==> src/rtl/wbuf_pkg.sv <==
package wbuf_pkg;
  typedef enum logic [1:0] {
    RD_IDLE   = 2'd0,
    RD_LOOKUP = 2'd1,
    RD_ISSUE  = 2'd2,
    RD_WAIT   = 2'd3
  } rd_state_e;
endpackage

==> src/rtl/wbuf_store.sv <==
module wbuf_store #(
  parameter int ADDR_W = 16,
  parameter int DATA_W = 32,
  parameter int DEPTH  = 4,
  localparam int PTR_W = (DEPTH > 1) ? $clog2(DEPTH) : 1,
  localparam int CNT_W = $clog2(DEPTH + 1)
) (
  input  logic              clk,
  input  logic              rst_n,
  input  logic              push_valid,
  output logic              push_ready,
  input  logic [ADDR_W-1:0] push_addr,
  input  logic [DATA_W-1:0] push_data,
  output logic              merge_hit,
  input  logic              pop,
  output logic              nonempty,
  output logic [ADDR_W-1:0] head_addr,
  output logic [DATA_W-1:0] head_data,
  input  logic [ADDR_W-1:0] look_addr,
  output logic [DEPTH-1:0]  look_vec,
  output logic              look_hit,
  output logic [DATA_W-1:0] look_data,
  output logic [CNT_W-1:0]  count
);

  logic [ADDR_W-1:0] addr_q [DEPTH];
  logic [DATA_W-1:0] data_q [DEPTH];
  logic [DEPTH-1:0]  vld_q, vld_d;
  logic [PTR_W-1:0]  head_q, head_d, tail_q, tail_d;
  logic [CNT_W-1:0]  cnt_q, cnt_d;
  logic [DEPTH-1:0]  mrg_vec, data_we, addr_we;
  logic              full, push_fire, alloc;

  function automatic logic [PTR_W-1:0] ptr_inc(input logic [PTR_W-1:0] p);
    return (p == PTR_W'(DEPTH - 1)) ? '0 : p + PTR_W'(1);
  endfunction

  // address comparators: merge side excludes a slot leaving this cycle
  always_comb begin
    mrg_vec  = '0;
    look_vec = '0;
    for (int i = 0; i < DEPTH; i++) begin
      mrg_vec[i]  = vld_q[i] && (addr_q[i] == push_addr) &&
                    !(pop && (head_q == PTR_W'(i)));
      look_vec[i] = vld_q[i] && (addr_q[i] == look_addr);
    end
  end

  always_comb begin
    look_data = '0;
    for (int i = 0; i < DEPTH; i++) begin
      if (look_vec[i]) look_data = look_data | data_q[i];
    end
  end

  assign merge_hit  = |mrg_vec;
  assign look_hit   = |look_vec;
  assign full       = (cnt_q == CNT_W'(DEPTH));
  assign push_ready = !full || merge_hit;
  assign push_fire  = push_valid && push_ready;
  assign alloc      = push_fire && !merge_hit;
  assign nonempty   = (cnt_q != '0);
  assign head_addr  = addr_q[head_q];
  assign head_data  = data_q[head_q];
  assign count      = cnt_q;

  // next-state
  always_comb begin
    vld_d  = vld_q;
    head_d = head_q;
    tail_d = tail_q;
    for (int i = 0; i < DEPTH; i++) begin
      addr_we[i] = alloc && (tail_q == PTR_W'(i));
      data_we[i] = addr_we[i] || (push_fire && mrg_vec[i]);
    end
    if (pop) begin
      vld_d[head_q] = 1'b0;
      head_d        = ptr_inc(head_q);
    end
    if (alloc) begin
      vld_d[tail_q] = 1'b1;
      tail_d        = ptr_inc(tail_q);
    end
    cnt_d = cnt_q + CNT_W'(alloc) - CNT_W'(pop);
  end

  // control registers
  always_ff @(posedge clk or negedge rst_n) begin
    if (!rst_n) begin
      vld_q  <= '0;
      head_q <= '0;
      tail_q <= '0;
      cnt_q  <= '0;
    end else begin
      vld_q  <= vld_d;
      head_q <= head_d;
      tail_q <= tail_d;
      cnt_q  <= cnt_d;
    end
  end

  // slot payload registers, enabled per slot
  for (genvar g = 0; g < DEPTH; g++) begin : g_slot
    always_ff @(posedge clk) begin
      if (addr_we[g]) addr_q[g] <= push_addr;
      if (data_we[g]) data_q[g] <= push_data;
    end
  end

endmodule

==> src/rtl/wbuf_rd_ctrl.sv <==
module wbuf_rd_ctrl
  import wbuf_pkg::*;
#(
  parameter int ADDR_W = 16,
  parameter int DATA_W = 32
) (
  input  logic              clk,
  input  logic              rst_n,
  input  logic              rd_valid,
  output logic              rd_ready,
  input  logic [ADDR_W-1:0] rd_addr,
  output logic [ADDR_W-1:0] look_addr,
  input  logic              look_hit,
  input  logic [DATA_W-1:0] look_data,
  output logic              mem_rd_valid,
  input  logic              mem_rd_ready,
  input  logic              mem_rsp_valid,
  input  logic [DATA_W-1:0] mem_rsp_data,
  output logic              resp_valid,
  output logic [DATA_W-1:0] resp_data,
  output logic              rd_quiet,
  output logic              rd_busy
);

  rd_state_e         state_q, state_d;
  logic [ADDR_W-1:0] addr_q;
  logic              addr_en;

  assign rd_ready  = (state_q == RD_IDLE);
  assign addr_en   = rd_valid && rd_ready;
  assign look_addr = addr_q;
  assign rd_quiet  = (state_q == RD_IDLE) && !rd_valid;
  assign rd_busy   = (state_q != RD_IDLE);

  always_comb begin
    state_d      = state_q;
    resp_valid   = 1'b0;
    resp_data    = look_data;
    mem_rd_valid = 1'b0;
    case (state_q)
      RD_IDLE:   if (rd_valid) state_d = RD_LOOKUP;
      RD_LOOKUP: begin
        if (look_hit) begin
          resp_valid = 1'b1;
          state_d    = RD_IDLE;
        end else begin
          state_d    = RD_ISSUE;
        end
      end
      RD_ISSUE: begin
        mem_rd_valid = 1'b1;
        if (mem_rd_ready) state_d = RD_WAIT;
      end
      RD_WAIT: begin
        if (mem_rsp_valid) begin
          resp_valid = 1'b1;
          resp_data  = mem_rsp_data;
          state_d    = RD_IDLE;
        end
      end
      default: state_d = RD_IDLE;
    endcase
  end

  always_ff @(posedge clk or negedge rst_n) begin
    if (!rst_n) state_q <= RD_IDLE;
    else        state_q <= state_d;
  end

  always_ff @(posedge clk) begin
    if (addr_en) addr_q <= rd_addr;
  end

endmodule

==> src/rtl/wbuf_mem_arb.sv <==
module wbuf_mem_arb #(
  parameter int ADDR_W = 16,
  parameter int DATA_W = 32
) (
  input  logic              mem_rd_valid,
  output logic              mem_rd_ready,
  input  logic [ADDR_W-1:0] rd_addr,
  input  logic              drain_ok,
  input  logic              nonempty,
  input  logic [ADDR_W-1:0] head_addr,
  input  logic [DATA_W-1:0] head_data,
  output logic              pop,
  output logic              mem_req_valid,
  input  logic              mem_req_ready,
  output logic              mem_req_write,
  output logic [ADDR_W-1:0] mem_req_addr,
  output logic [DATA_W-1:0] mem_req_wdata
);

  logic drain_valid;

  assign drain_valid   = drain_ok && nonempty && !mem_rd_valid;
  assign mem_req_valid = mem_rd_valid || drain_valid;
  assign mem_req_write = !mem_rd_valid;
  assign mem_req_addr  = mem_rd_valid ? rd_addr : head_addr;
  assign mem_req_wdata = mem_rd_valid ? '0 : head_data;
  assign mem_rd_ready  = mem_rd_valid && mem_req_ready;
  assign pop           = drain_valid && mem_req_ready;

endmodule

==> src/rtl/wbuf_rdbypass.sv <==
module wbuf_rdbypass #(
  parameter int ADDR_W = 16,
  parameter int DATA_W = 32,
  parameter int DEPTH  = 4
) (
  input  logic              clk,
  input  logic              rst_n,
  input  logic              wr_valid,
  output logic              wr_ready,
  input  logic [ADDR_W-1:0] wr_addr,
  input  logic [DATA_W-1:0] wr_data,
  input  logic              rd_valid,
  output logic              rd_ready,
  input  logic [ADDR_W-1:0] rd_addr,
  output logic              rd_resp_valid,
  output logic [DATA_W-1:0] rd_resp_data,
  output logic              mem_req_valid,
  input  logic              mem_req_ready,
  output logic              mem_req_write,
  output logic [ADDR_W-1:0] mem_req_addr,
  output logic [DATA_W-1:0] mem_req_wdata,
  input  logic              mem_rsp_valid,
  input  logic [DATA_W-1:0] mem_rsp_data
);

  localparam int CNT_W = $clog2(DEPTH + 1);

  logic              merge_hit, pop, nonempty, look_hit;
  logic              mem_rd_valid, mem_rd_ready, rd_quiet, rd_busy;
  logic [ADDR_W-1:0] head_addr, look_addr;
  logic [DATA_W-1:0] head_data, look_data;
  logic [DEPTH-1:0]  look_vec;
  logic [CNT_W-1:0]  count;

  wbuf_store #(.ADDR_W(ADDR_W), .DATA_W(DATA_W), .DEPTH(DEPTH)) u_store (
    .clk        (clk),
    .rst_n      (rst_n),
    .push_valid (wr_valid),
    .push_ready (wr_ready),
    .push_addr  (wr_addr),
    .push_data  (wr_data),
    .merge_hit  (merge_hit),
    .pop        (pop),
    .nonempty   (nonempty),
    .head_addr  (head_addr),
    .head_data  (head_data),
    .look_addr  (look_addr),
    .look_vec   (look_vec),
    .look_hit   (look_hit),
    .look_data  (look_data),
    .count      (count)
  );

  wbuf_rd_ctrl #(.ADDR_W(ADDR_W), .DATA_W(DATA_W)) u_rd (
    .clk           (clk),
    .rst_n         (rst_n),
    .rd_valid      (rd_valid),
    .rd_ready      (rd_ready),
    .rd_addr       (rd_addr),
    .look_addr     (look_addr),
    .look_hit      (look_hit),
    .look_data     (look_data),
    .mem_rd_valid  (mem_rd_valid),
    .mem_rd_ready  (mem_rd_ready),
    .mem_rsp_valid (mem_rsp_valid),
    .mem_rsp_data  (mem_rsp_data),
    .resp_valid    (rd_resp_valid),
    .resp_data     (rd_resp_data),
    .rd_quiet      (rd_quiet),
    .rd_busy       (rd_busy)
  );

  wbuf_mem_arb #(.ADDR_W(ADDR_W), .DATA_W(DATA_W)) u_arb (
    .mem_rd_valid  (mem_rd_valid),
    .mem_rd_ready  (mem_rd_ready),
    .rd_addr       (look_addr),
    .drain_ok      (rd_quiet),
    .nonempty      (nonempty),
    .head_addr     (head_addr),
    .head_data     (head_data),
    .pop           (pop),
    .mem_req_valid (mem_req_valid),
    .mem_req_ready (mem_req_ready),
    .mem_req_write (mem_req_write),
    .mem_req_addr  (mem_req_addr),
    .mem_req_wdata (mem_req_wdata)
  );

endmodule

==> config.mk <==
export PLATFORM = sky130hd
export DESIGN_NAME = wbuf_rdbypass
export DESIGN_NICKNAME = d
export VERILOG_FILES = /design/src/rtl/wbuf_pkg.sv /design/src/rtl/wbuf_store.sv /design/src/rtl/wbuf_rd_ctrl.sv /design/src/rtl/wbuf_mem_arb.sv /design/src/rtl/wbuf_rdbypass.sv
export SDC_FILE = /design/constraint.sdc
export NUM_CORES = 1
export LEC_CHECK = 0
export BUFFER_PORTS_ARGS = -buffer_cell sky130_fd_sc_hd__clkbuf_2
export CELL_PAD_IN_SITES_DETAIL_PLACEMENT = 2
export CELL_PAD_IN_SITES_GLOBAL_PLACEMENT = 2
export CORE_MARGIN = 1
export CORE_UTILIZATION = 42
export DETAILED_ROUTE_END_ITERATION = 16
export PLACE_DENSITY_LB_ADDON = 0.1
export SYNTH_ARGS = -nofsm -noshare
export SYNTH_HDL_FRONTEND = slang
export SYNTH_SLANG_ARGS = --single-unit
==> constraint.sdc <==
create_clock -name clk -period 9.6 [get_ports clk]
set_input_delay 1.92 -clock clk [delete_from_list [all_inputs] [get_ports clk]]
set_output_delay 1.92 -clock clk [all_outputs]
set_load 0.02 [all_outputs]
# Word level (Yosys, flattened, before mapping)
# Memories as Yosys holds them, arrays and structs flattened.
# Cells that the tools add are included.
# totals
input_bits	102
wordCells	151
n_memories	2
mem_bits_rw	192
reg_bits	29
# classes
n_addsub	4
n_reduce_logical	58
bitwise_logic	6
eq_ne	21
muxes	50
magnitude_cmp	4
# mem_list
name	depth	word_bits	read_ports	rd_clocked_by_memory_dff	wr	line_no	rtl
u_store.data_q	4	32	5	0	4	wbuf_store.sv:27	logic [DATA_W-1:0] data_q [DEPTH];
u_store.addr_q	4	16	5	0	1	wbuf_store.sv:26	logic [ADDR_W-1:0] addr_q [DEPTH];
# ops
op	n
32-bit two-way mux	7
16-bit == test	8
32-bit bitwise OR	3
16-bit two-way mux	4
16-bit OR reduction	3
1-bit logical AND	34
1-bit two-way mux	24
2-bit two-way mux	9
2-bit == test (second input constant)	6
1-bit zero test	8
4-bit two-way mux	2
2-bit case mux with 4 select lines	1
4-bit OR reduction	2
2-bit by 1-bit == test with 1-bit output (second input constant)	3
2-bit zero test	3
1-bit logical OR	6
2-bit by 3-bit less-than comparator with 1-bit output (second input constant)	2
2-bit != test (second input constant)	3
2-bit by 1-bit adder with 2-bit output (second input constant)	2
4-bit AND	1
1-bit demux with 2-bit select	2
2-bit by 1-bit >= comparator with 1-bit output (second input constant)	2
4-bit NOT	1
4-bit bitwise OR	1
other kinds (6)	6

# Longest topological paths before layout
# Gate-level depths: netlist (run 1).
# depth
ltp_word	19
mapped_depth	13
ltp_nobuf	10

# Cells and area by module
# Synthesis (run 1) repeated with hierarchy kept, for this count alone.
# unflattened
cells_unflattened	751
hier_area_um2	11506.0
# modules_own_cells
module	instances	area_per_inst_um2	cells_per_inst
wbuf_store	1	9855.7	626
wbuf_rd_ctrl	1	1132.3	67
wbuf_mem_arb	1	518.0	58

# Least setup slack after synthesis (run 1)
# Ideal clock, no wire load.
# synth_path
path_type	input-to-output
from	input port wr_addr[2]
to	output port wr_ready
required_time_ps	7680
setup_slack_ps	4573
t_arrival_ps	3107
path_stages	6
path_cell_list	buf_2 xnor2_1 nand4_1 nor4_1 a22oi_2 nand3_1
# synth_via
elab_chain_len	5
elab_cells_between_ends	14
cone_classes	eq/ne (4); reduce/logical (10)
# synth_lines
item	line_no	rtl
start: declaration	wbuf_rdbypass.sv:10	input logic [ADDR_W-1:0] wr_addr,
16-bit == test	wbuf_store.sv:43	mrg_vec[i] = vld_q[i] && (addr_q[i] == push_addr) &&
1-bit logical AND (2 in series)	wbuf_store.sv:43	
4-bit OR reduction *	wbuf_store.sv:56	assign merge_hit = |mrg_vec;
1-bit logical OR *	wbuf_store.sv:59	assign push_ready = !full || merge_hit;
end: declaration	wbuf_rdbypass.sv:9	output logic wr_ready,
# Mark *: on every way between the ends. The rest lies on a longest branch, timed or not.

# Final worst setup path (run 1)
# Same ends and word-level chain as after synthesis.

==> impl_results.md, run 1 <==
* Post_cts resized at 0
* Residual DRC at 0
* DR WL/cell at 25.7 um
* Async SR Flop Fraction at 0.0588
* Routability cong. at 0.852
* Setup-failing EPs final at 0
* Primary FF master, synth: edfxtp_1
* Via count at 7699
* Max Clock Freq at 0.172 GHz
* Hold Crit Depth at 1
* Crit-path cells: clkbuf_2 > xnor2_1 > nand4_1 > nor4_1 > a22oi_2 > nand3_1 > clkbuf_2
* Final hold viol count at 0
* Port Buffers at 186
* Hold-fix buffer count after cts at 0
* CTS Buf Count at 26
* Num rows at 60
* Clock insertion delay at the later pin of the skew report at 0.53 ns
* RSZ-0062 raised after global routing: false
* Io pins at 187
* Number of global-route vias before repair at 8750
* Crit-path slowest cell: nor4_1
* Static Leak at 4.97 nW
* Layout cells sized above 1 at 0.321
* Mapped Avg Cell Area at 13.6 um^2
* Max VDD drop at 0.179 mV
* Post-route clock period utilization at 0.606
* CTS tree: built
* Area leader, netlist: edfxtp_1
* Gr usage total at 0.253
* Slew Limit Fails at 0
* Delay of the slowest cell on the worst path at 0.66 ns
* CP max FO at 8
* Tmin final at 5.81 ns
* Number of fill cells at 2598
* Clock Skews at 0.0166 ns
* Commonest cells in the synthesized netlist: 208 x edfxtp_1, 127 x xnor2_1, 86 x inv_1
* Status: finished clean
* Starting DRT DRC Count at 446
* Top-area cell type share of the netlist area at 0.543
* Top cell by count, worst path: clkbuf_2
* Yosys warns at 0
* Synthesized instance count at 844
* Post-synthesis register bit count at 221
* Initial cell density of the core at 0.427
* N_diodes at 0
* Die height at 168 um
* Cell Pwr Density at 302 nW/um^2
* Clock transition at path regs at 0.06 ns
* Post-place setup slack at 3.81 ns
* DP Wirelength at 23.6 mm
* Die X at 168 um
* Critical path class: input pin to output port
* Core area at 27000 um^2
* Netlist cell types at 40
* H-tree levels at 1
* Root buffer cell: clkbuf_16
* CP Launch Type: input pin
* Final worst setup slack at 3.79 ns
* Drt pass-1 iters at 5
* Pin count of the biggest net entering global routing at 65
* Slew HR at 0.369
* Min-Delay Path Class: flop to flop
* Clk buf depth at 3
* CP required at 7.68 ns
* CP arrival at 3.89 ns
* Sequential share of the synthesized area at 0.571
* Die area at 28100 um^2
* Antenna Nets Post-Route at 0
* Initial antenna violation count at 0
* Vias/cell at 5.66
* Count leader, synth: edfxtp_1
* Area of the mapped netlist at 11500 um^2
* Measured slew at the worst slew-check pin at 0.946 ns
* # Post-CTS Setup Buffers at 0
* First-pass GRT wire length at 53.1 mm
* Cells on worst reg2reg path at 7
* Fin nets at 1116
* Critical Path Sink Type: output port
* Synthesized Nets at 957
* Grt total ovfl at 0
* Max-Cap Viols at 0
* Total wire length at 34.9 mm
* Synth top area cells: edfxtp_1 54%, xnor2_1 9.7%, mux4_2 9.4%, dfrtp_1 2.8%, inv_1 2.8%
* Post-synth EDFFs at 208
* Clock Sinks at 221
* Fin Setup TNS at 0 ns
* Synthesis-to-finish area growth at 18.0%
critical path, delay by kind of cell:
family / cells / cell delay, ns
buffers and inverters: 2 / 0.37
XOR/XNOR: 1 / 0.25
AO/OA/AOI/OAI: 1 / 0.24
AND/OR/NAND/NOR: 3 / 1.10
stage by stage:
stage               cells  instance area, um^2  utilization  hold WS (ns)  power (W)
floorplan             844                11500            -         0.453    0.00250
global placement     1316                12700        0.470         0.486    0.00303
detailed placement   1316                12700        0.470         0.483    0.00308
CTS                  1360                13600        0.504         0.497    0.00415
global route         1360                13600        0.504         0.519    0.00429
finish               1360                13600        0.504         0.504    0.00410
cell families (layout without fill, tap and decap cells):
kind of cell,count (synthesis),count (layout),share of synthesized area
DFF,221,221,0.571
buffers and inverters,157,332,0.0611
and+or+nand+nor,138,138,0.0648
xor gates and xnor gates,130,130,0.0989
AOI/OAI and AO/OA,120,120,0.0790
muxes,67,67,0.113
adders and majority gates,11,11,0.0126
routing by layer:
layer / GRT usage / part of all wire / vias up
met5: 0 / 0 / -
met2: 0.484 / 0.54 / 202
met3: 0.0286 / 0.036 / 53
met4: 0.0722 / 0.025 / 0
li1: - / - / 3421
met1: 0.297 / 0.40 / 4023
worst paths after layout:
path / start / end / slack (ns)
max: wr_addr[2] / wr_ready / 3.79
min: u_store.count[2] / u_store.count[2] / 0.50
max reg2reg: u_store.head_q[1] / u_store.data_q[1][30] / 5.94
min reg2reg: u_store.count[2] / u_store.count[2] / 0.50
max in group asynchronous: rst_n / u_store.head_q[0] / 8.01
min in group asynchronous: rst_n / u_store.tail_q[1] / 1.30
state kept, by name, indices dropped and copies added (netlist names), named ones only:
name,flops
u_rd.look_addr,16
u_rd.state_q,1
u_store.addr_q,64
u_store.count,3
u_store.data_q,128
u_store.head_q,2
u_store.tail_q,2
u_store.vld_q,4
power breakdown:
part	switching (W)	total [W]	internal, W
registers	0.000241	0.00153	0.00129
clock network	0.000386	0.00105	0.000667
logic	0.000884	0.00152	0.000640
area by class of cell:
type                            count  area [um^2]  area share
Sequential cell                   221         6580       0.485
Clock buffer                       29          683      0.0503
Timing Repair Buffer              202         1050      0.0774
Multi-Input combinational cell    466         4290       0.316
Inverter                           86          323      0.0238
Tap cell                          341          427      0.0314
Clock inverter                     15          226      0.0167
cell usage in the layout (no fill, tap or decap), types with 2 or more instances in the layout:
cell type | synthesis | final
clkbuf_1 | 21 | 2
a22oi_2 | 3 | 3
nand3_2 | 1 | 2
nand4_1 | 28 | 28
clkinv_1 | 0 | 3
nand2_1 | 7 | 6
bufinv_16 | 0 | 6
xor2_1 | 3 | 3
mux2_2 | 17 | 17
nand3_1 | 13 | 12
clkbuf_16 | 0 | 27
nor4_1 | 7 | 7
buf_4 | 2 | 16
nor2_1 | 41 | 37
dfrtp_1 | 13 | 11
clkinvlp_4 | 0 | 2
nor2_2 | 0 | 4
ha_1 | 10 | 10
o21bai_1 | 4 | 4
and2_1 | 34 | 34
o21ai_0 | 3 | 3
a21boi_4 | 0 | 4
edfxtp_1 | 208 | 208
clkinv_2 | 0 | 4
mux4_2 | 48 | 48
a31oi_1 | 37 | 37
or3_1 | 2 | 2
inv_1 | 86 | 86
o22a_1 | 32 | 32
clkbuf_2 | 1 | 186
xnor2_1 | 127 | 127
a21oi_1 | 3 | 3
a22oi_1 | 32 | 32
dfrtp_4 | 0 | 2
Power figures use the tool's default switching activity.
==> run 2, diff against run 1 <==
--- a/config.mk
+++ b/config.mk
@@ -5,11 +5,12 @@
 export SDC_FILE = /design/constraint.sdc
 export NUM_CORES = 1
 export LEC_CHECK = 0
+export ABC_AREA = 1
 export BUFFER_PORTS_ARGS = -buffer_cell sky130_fd_sc_hd__clkbuf_2
 export CELL_PAD_IN_SITES_DETAIL_PLACEMENT = 2
 export CELL_PAD_IN_SITES_GLOBAL_PLACEMENT = 2
 export CORE_MARGIN = 1
-export CORE_UTILIZATION = 42
+export CORE_UTILIZATION = 31
 export DETAILED_ROUTE_END_ITERATION = 16
 export PLACE_DENSITY_LB_ADDON = 0.1
 export SYNTH_ARGS = -nofsm -noshare
==> constraint.sdc (replaced) <==
create_clock -name clk -period 4.91 [get_ports clk]
set_input_delay 0.982 -clock clk [delete_from_list [all_inputs] [get_ports clk]]
set_output_delay 0.982 -clock clk [all_outputs]
set_load 0.02 [all_outputs]
==> run 2 against run 1 <==
  * Global-route usage up 1.2 points
  * Sequential cell count unchanged
  * Design area up 12%
  * Critical path depth up 2
  * Register-to-register slack worse by 4.6 ns
  * Utilization down 13 points
  * Routed wire length up 60%
  * Sequential power up 85%
  * Critical path type is now flop to output port
  * Largest power group is now combinational logic
==> impl_results.md, run 2 <==
* CTS Buf Count at 28
* CP required at 3.93 ns
* Tmin final at 4.39 ns
* Sw power at 0.00405 W
* Starting DRT DRC Count at 689
* Clock insertion delay at the later pin of the skew report at 0.56 ns
* Status: finished clean
* Measured slew at the worst slew-check pin at 1.02 ns
* Clock power share at 0.230
* Crit-path cells: xnor2_1 > nand3_1 > nor2_1 > buf_4 > nand3_1 > o21ai_0 > nor2_1 > nor2_1 > clkbuf_2
* Clock Sinks at 221
* Post-route clock period utilization at 0.893
* Top-area cell type share of the netlist area at 0.488
* Sw Share at 0.460
* Combinational family with the most area after synthesis: simple AND/OR/NAND/NOR gates
* H-tree levels at 1
* Total wire length at 56.1 mm
* Post_cts resized at 0
* Sequential share of the synthesized area at 0.513
* Final core utilization at 0.373
* Post-synthesis register bit count at 221
* Antenna Nets Post-Route at 0
* CP Capture Point: rd_resp_data[12]
* Number of fill cells at 4696
* Layout cells sized above 1 at 0.160
* Residual DRC at 0
* Clk buf depth at 3
* Fin nets at 1867
* Cell Pwr Density at 578 nW/um^2
* Setup-failing EPs final at 0
* Number of global-route vias before repair at 13300
* Initial antenna violation count at 3
* CP arrival at 3.40 ns
* Mapped Avg Cell Area at 8.11 um^2
* Max FFs per register at 128
* Top Family by Delay on Critical Path: simple AND/OR/NAND/NOR gates
* Area of the mapped netlist at 12800 um^2
* Critical path class: flop to output port
* Async SR Flop Fraction at 0.0588
* Synth Area in Compound Gates at 0.0973
* Die height at 205 um
* Final hold viol count at 0
* Synthesized instance count at 1579
* Post-synthesis mux area share at 0
* Multi-input gate area at 5370 um^2
* Routability cong. at 0.881
* Grt total ovfl at 0
* Most flop-heavy register: u_store.data_q
* Cells on worst reg2reg path at 11
* Synth top area cells: edfxtp_1 49%, nand2_1 9.8%, nor2_1 8.8%, nand4_1 5.7%, o21ai_0 4.8%
* Setup crit start: u_rd.look_addr[4]
* Count leader, synth: nand2_1
* Adder and majority gate portion of the synthesized area at 0.0113
* Critical Path Sink Type: output port
* Commonest cells in the synthesized netlist: 336 x nand2_1, 301 x nor2_1, 208 x edfxtp_1
* R2r setup slk at 1.39 ns
* Min-Delay Path Class: input pin to async pin
* Commonest non-fill, non-tap cell in the layout: nand2_1
* Die X at 205 um
* Slew Limit Fails at 0
* Post-synth EDFFs at 208
* CTS tree: built
* Delay of the slowest cell on the worst path at 0.56 ns
* Path length in cells of the critical path at 9
* Port Buffers at 186
* Post-Synth XOR/XNOR Area at 0.0239
* # Post-CTS Setup Buffers at 0
* Core area at 40800 um^2
* Reg-to-reg startpoint: u_store.head_q[0]
* RSZ-0062 raised after global routing: false
* Via count at 12400
* Int Pwr at 0.00476 W
* Netlist cell types at 37
* Slew HR at 0.319
* Static Leak at 6.73 nW
* DP Wirelength at 39.7 mm
* CP Launch Type: flop
* Gr usage total at 0.266
* Synthesis-to-finish area growth at 19.0%
* Reg-to-Reg End: u_store.addr_q[0][9]
* Simple-Gate Fraction of Synth Area at 0.285
* Drt pass-1 iters at 5
* WP buf/inv at 2
* Fin Hold WS at 0.346 ns
* Hold-fix buffer count after cts at 0
* Crit-path slowest cell: xnor2_1
* Synthesized Nets at 1692
* Sequential Area at 6580 um^2
* Io pins at 187
* Max VDD drop at 0.485 mV
* CP max FO at 21
* Pin count of the biggest net entering global routing at 81
* Yosys warns at 0
* Clock transition at path regs at 0.06 ns
* Max-Cap Viols at 0
* Initial cell density of the core at 0.314
* Die area at 42100 um^2
* Seq pwr share at 0.321
* Max Clock Freq at 0.228 GHz
* DR WL/cell at 24.3 um
* Most frequent cells in the layout: 336 x nand2_1, 299 x nor2_1, 208 x edfxtp_1
* Clock Skews at 0.00942 ns
* Primary FF master, synth: edfxtp_1
* Num rows at 74
* Top cell by count, worst path: nor2_1
* Root buffer cell: clkbuf_16
* Fin Setup TNS at 0 ns
* Vias/cell at 5.40
* First-pass GRT wire length at 83.1 mm
* Area leader, netlist: edfxtp_1
* Gate power share at 0.449
run 2: worst reg2reg max path: stages, from the launching register on:
cell     delay (ns)
dfrtp_4        0.64
inv_2          0.50
ha_1           0.28
nor2_1         0.05
nand4_1        0.09
nand2_1        0.10
nand3_1        0.13
nand2_1        0.10
nor2_4         0.21
nand4_1        0.18
inv_1          0.62
buf_4          0.34
run 2: worst min-delay path by stage:
| stage | slack [ns] | endpoint |
|---|---|---|
| after detailed placement | 0.47 | u_store.count[2] |
| after CTS | 0.32 | u_store.head_q[0] |
| after floorplan | 0.44 | u_store.count[2] |
| after global routing | 0.34 | u_store.head_q[0] |
| final | 0.35 | u_store.head_q[0] |
| after global placement | 0.46 | u_store.count[2] |
run 2: through the flow:
stage	power, W	cells	cell area [um^2]	setup slack (ns)
2_1_floorplan	0.00510	1579	12800	1.60
3_5_place_dp	0.00683	2256	14400	1.14
6_report	0.00881	2303	15200	0.523
5_1_grt	0.00929	2303	15200	0.419
3_3_place_gp	0.00672	2256	14400	1.24
4_1_cts	0.00889	2302	15200	0.534
run 2: cells by family (layout without fill, tap and decap cells):
logic type,count (synthesis),in the layout
adder cells (fa/ha/maj),11,11
XOR/XNOR,35,35
flip-flops,221,221
other,0,1
buffers and inverters,224,415
AO/OA/AOI/OAI,241,241
AND/OR/NAND/NOR,847,847
run 2: per-layer routing:
metal / track usage / up-vias / part of all wire
li1: - / 5707 / -
met1: 0.368 / 6345 / 0.47
met3: 0.0309 / 72 / 0.042
met2: 0.439 / 309 / 0.47
met5: 0 / - / 0
met4: 0.0667 / 0 / 0.020
run 2: power by group through the flow:
stage               registers [W]  clock network [W]  logic, W
floorplan                 0.00270                  0   0.00240
global placement          0.00284                  0   0.00388
detailed placement        0.00286                  0   0.00397
CTS                       0.00283            0.00207   0.00399
global route              0.00287            0.00213   0.00429
finish                    0.00283            0.00202   0.00395
run 2: cell type report:
cell class / instances / share of cell area
antenna: 1 / 0.000164
clock buffer: 33 / 0.0486
clock inverter: 13 / 0.00887
inverter: 152 / 0.0374
multi-input combinational: 1134 / 0.352
sequential: 221 / 0.432
tap: 532 / 0.0437
timing repair buffer: 217 / 0.0772
==> run 3, diff against run 2 <==
--- a/config.mk
+++ b/config.mk
@@ -13,6 +13,7 @@
 export CORE_UTILIZATION = 31
 export DETAILED_ROUTE_END_ITERATION = 16
 export PLACE_DENSITY_LB_ADDON = 0.1
+export RECOVER_POWER = 50
 export SYNTH_ARGS = -nofsm -noshare
 export SYNTH_HDL_FRONTEND = slang
 export SYNTH_SLANG_ARGS = --single-unit
==> run 3 against run 2 <==
  * The run now ends with max-capacitance violations, max-slew violations left
  * Count of clock-buffer cells in the layout is the same
  * Critical path depth shrank 2
  * Sequential power barely moved
  * Largest power group unchanged
==> impl_results.md, run 3 (same netlist as run 2, synthesis figures left out) <==
* Residual DRC at 0
* Measured slew at the worst slew-check pin at 2.30 ns
* CP required at 3.93 ns
* CP arrival at 3.50 ns
* Clock transition at path regs at 0.05 ns
* Min-Delay Path Class: flop to flop
* Sequential Area at 6580 um^2
* Initial antenna violation count at 3
* Die area at 42100 um^2
* Most frequent cells in the layout: 336 x nand2_1, 300 x nor2_1, 208 x edfxtp_1
* Multi-input gate area at 5360 um^2
* Power Total at 0.00880 W
* CP Launch Type: flop
* Placed inst area at 14400 um^2
* Setup-failing EPs final at 0
* Core area at 40800 um^2
* Top Family by Delay on Critical Path: buffers and inverters
* Routability cong. at 0.881
* # Post-CTS Setup Buffers at 0
* Slew Limit Fails at 53
* Fin nets at 1867
* Vias/cell at 5.40
* Final hold viol count at 0
* Tmin final at 4.49 ns
* Static Leak at 6.55 nW
* Commonest non-fill, non-tap cell in the layout: nand2_1
* Cell Pwr Density at 580 nW/um^2
* Drt pass-1 iters at 5
* Via count at 12400
* CTS tree: built
* Design area at 15200 um^2
* CTS Buf Count at 28
* Synthesis-to-finish area growth at 18.3%
* Number of fill cells at 4735
* Root buffer cell: clkbuf_16
* WP buf/inv at 4
* Max VDD drop at 0.486 mV
* Io pins at 187
* Failing checks: max-capacitance violations, max-slew violations
* Fin Hold WS at 0.486 ns
* Gr usage total at 0.266
* Delay of the slowest cell on the worst path at 1.56 ns
* Hold-fix buffer count after cts at 0
* Layout cells sized above 1 at 0.126
* Critical Path Sink Type: output port
* Most flop-heavy register: u_store.data_q
* CP max FO at 35
* Port Buffers at 186
* Clk buf depth at 3
* Number of global-route vias before repair at 13300
* Die height at 205 um
* H-tree levels at 1
* Slew HR at -0.538
* Status: finished, violations left
* Max FFs per register at 128
* Fin Setup TNS at 0 ns
* DR WL/cell at 24.3 um
* Max Clock Freq at 0.223 GHz
* Grt total ovfl at 0
* Pin count of the biggest net entering global routing at 81
* Crit-path cells: inv_1 > nor2_2 > clkinv_1 > clkbuf_1 > nor2_1 > a31oi_1 > clkbuf_2
* Clock Skews at 0.00720 ns
* RSZ-0062 raised after global routing: false
* Clock insertion delay at the later pin of the skew report at 0.56 ns
* Critical path class: flop to output port
* Post-route clock period utilization at 0.914
* First-pass GRT wire length at 83.1 mm
* Post_cts resized at 0
* Clock Sinks at 221
* Crit-path slowest cell: clkbuf_1
* Die X at 205 um
* Post-place setup slack at 1.14 ns
* Initial cell density of the core at 0.314
* Total wire length at 56.0 mm
* Starting DRT DRC Count at 688
* DP Wirelength at 39.7 mm
* Antenna Nets Post-Route at 0
* Final worst setup slack at 0.424 ns
* Max-Cap Viols at 2
* Num rows at 74
run 3: cell types whose count changed in the layout (fill, tap and decap cells not counted):
cell / previous run / this run
inv_1: 142 / 143
inv_2: 9 / 8
diode_2: 1 / 2
nor2_4: 3 / 2
clkbuf_1: 4 / 62
buf_4: 30 / 29
clkbuf_2: 186 / 129
nor2_1: 299 / 300
run 3: layout make-up:
class | instances | area share
antenna | 2 | 0.000330
clock buffer | 33 | 0.0489
clock inverter | 13 | 0.00892
inverter | 152 | 0.0376
multi-input combinational | 1134 | 0.354
sequential | 221 | 0.434
tap | 532 | 0.0439
timing repair buffer | 217 | 0.0726
run 3: worst reg2reg max path, delay by kind of cell (launching register included):
kind / cells / cell delay (ns)
simple gates: 7 / 0.86
fa+ha+maj: 1 / 0.31
flops: 1 / 0.64
buf+inv: 3 / 1.77
run 3: metal layers:
layer	global-route usage	up-vias	share of wire
met3	0.0309	65	0.043
met5	0	-	0
met4	0.0667	0	0.019
met2	0.439	302	0.47
li1	-	5706	-
met1	0.368	6371	0.47
run 3: metrics by stage:
step / std cells / utilization
floorplan: 1579 / -
detailed placement: 2256 / 0.352
global placement: 2256 / 0.352
CTS: 2302 / 0.373
global route: 2303 / 0.371
finish: 2304 / 0.371
run 3: worst paths after layout:
check                                   from                   end  slack [ns]  depth (start not counted)
hold reg to reg             u_store.count[2]      u_store.count[2]        0.49                          1
setup reg to reg           u_store.head_q[0]  u_store.addr_q[0][9]        1.03                         11
min in group asynchronous              rst_n     u_store.head_q[0]        0.52                          1
setup / recovery                        flop      mem_req_addr[11]        0.42                          7
hold / removal              u_store.count[2]      u_store.count[2]        0.49                          1
max in group asynchronous              rst_n     u_store.head_q[0]        3.75                          1
run 3: report_power, final:
| group | internal [W] | leakage (nW) | switching (W) |
|---|---|---|---|
| sequential | 0.00251 | 2.05 | 0.000325 |
| combinational | 0.00103 | 4.07 | 0.00291 |
| clock | 0.00121 | 0.434 | 0.000806 |
| total | 0.00475 | 6.55 | 0.00405 |
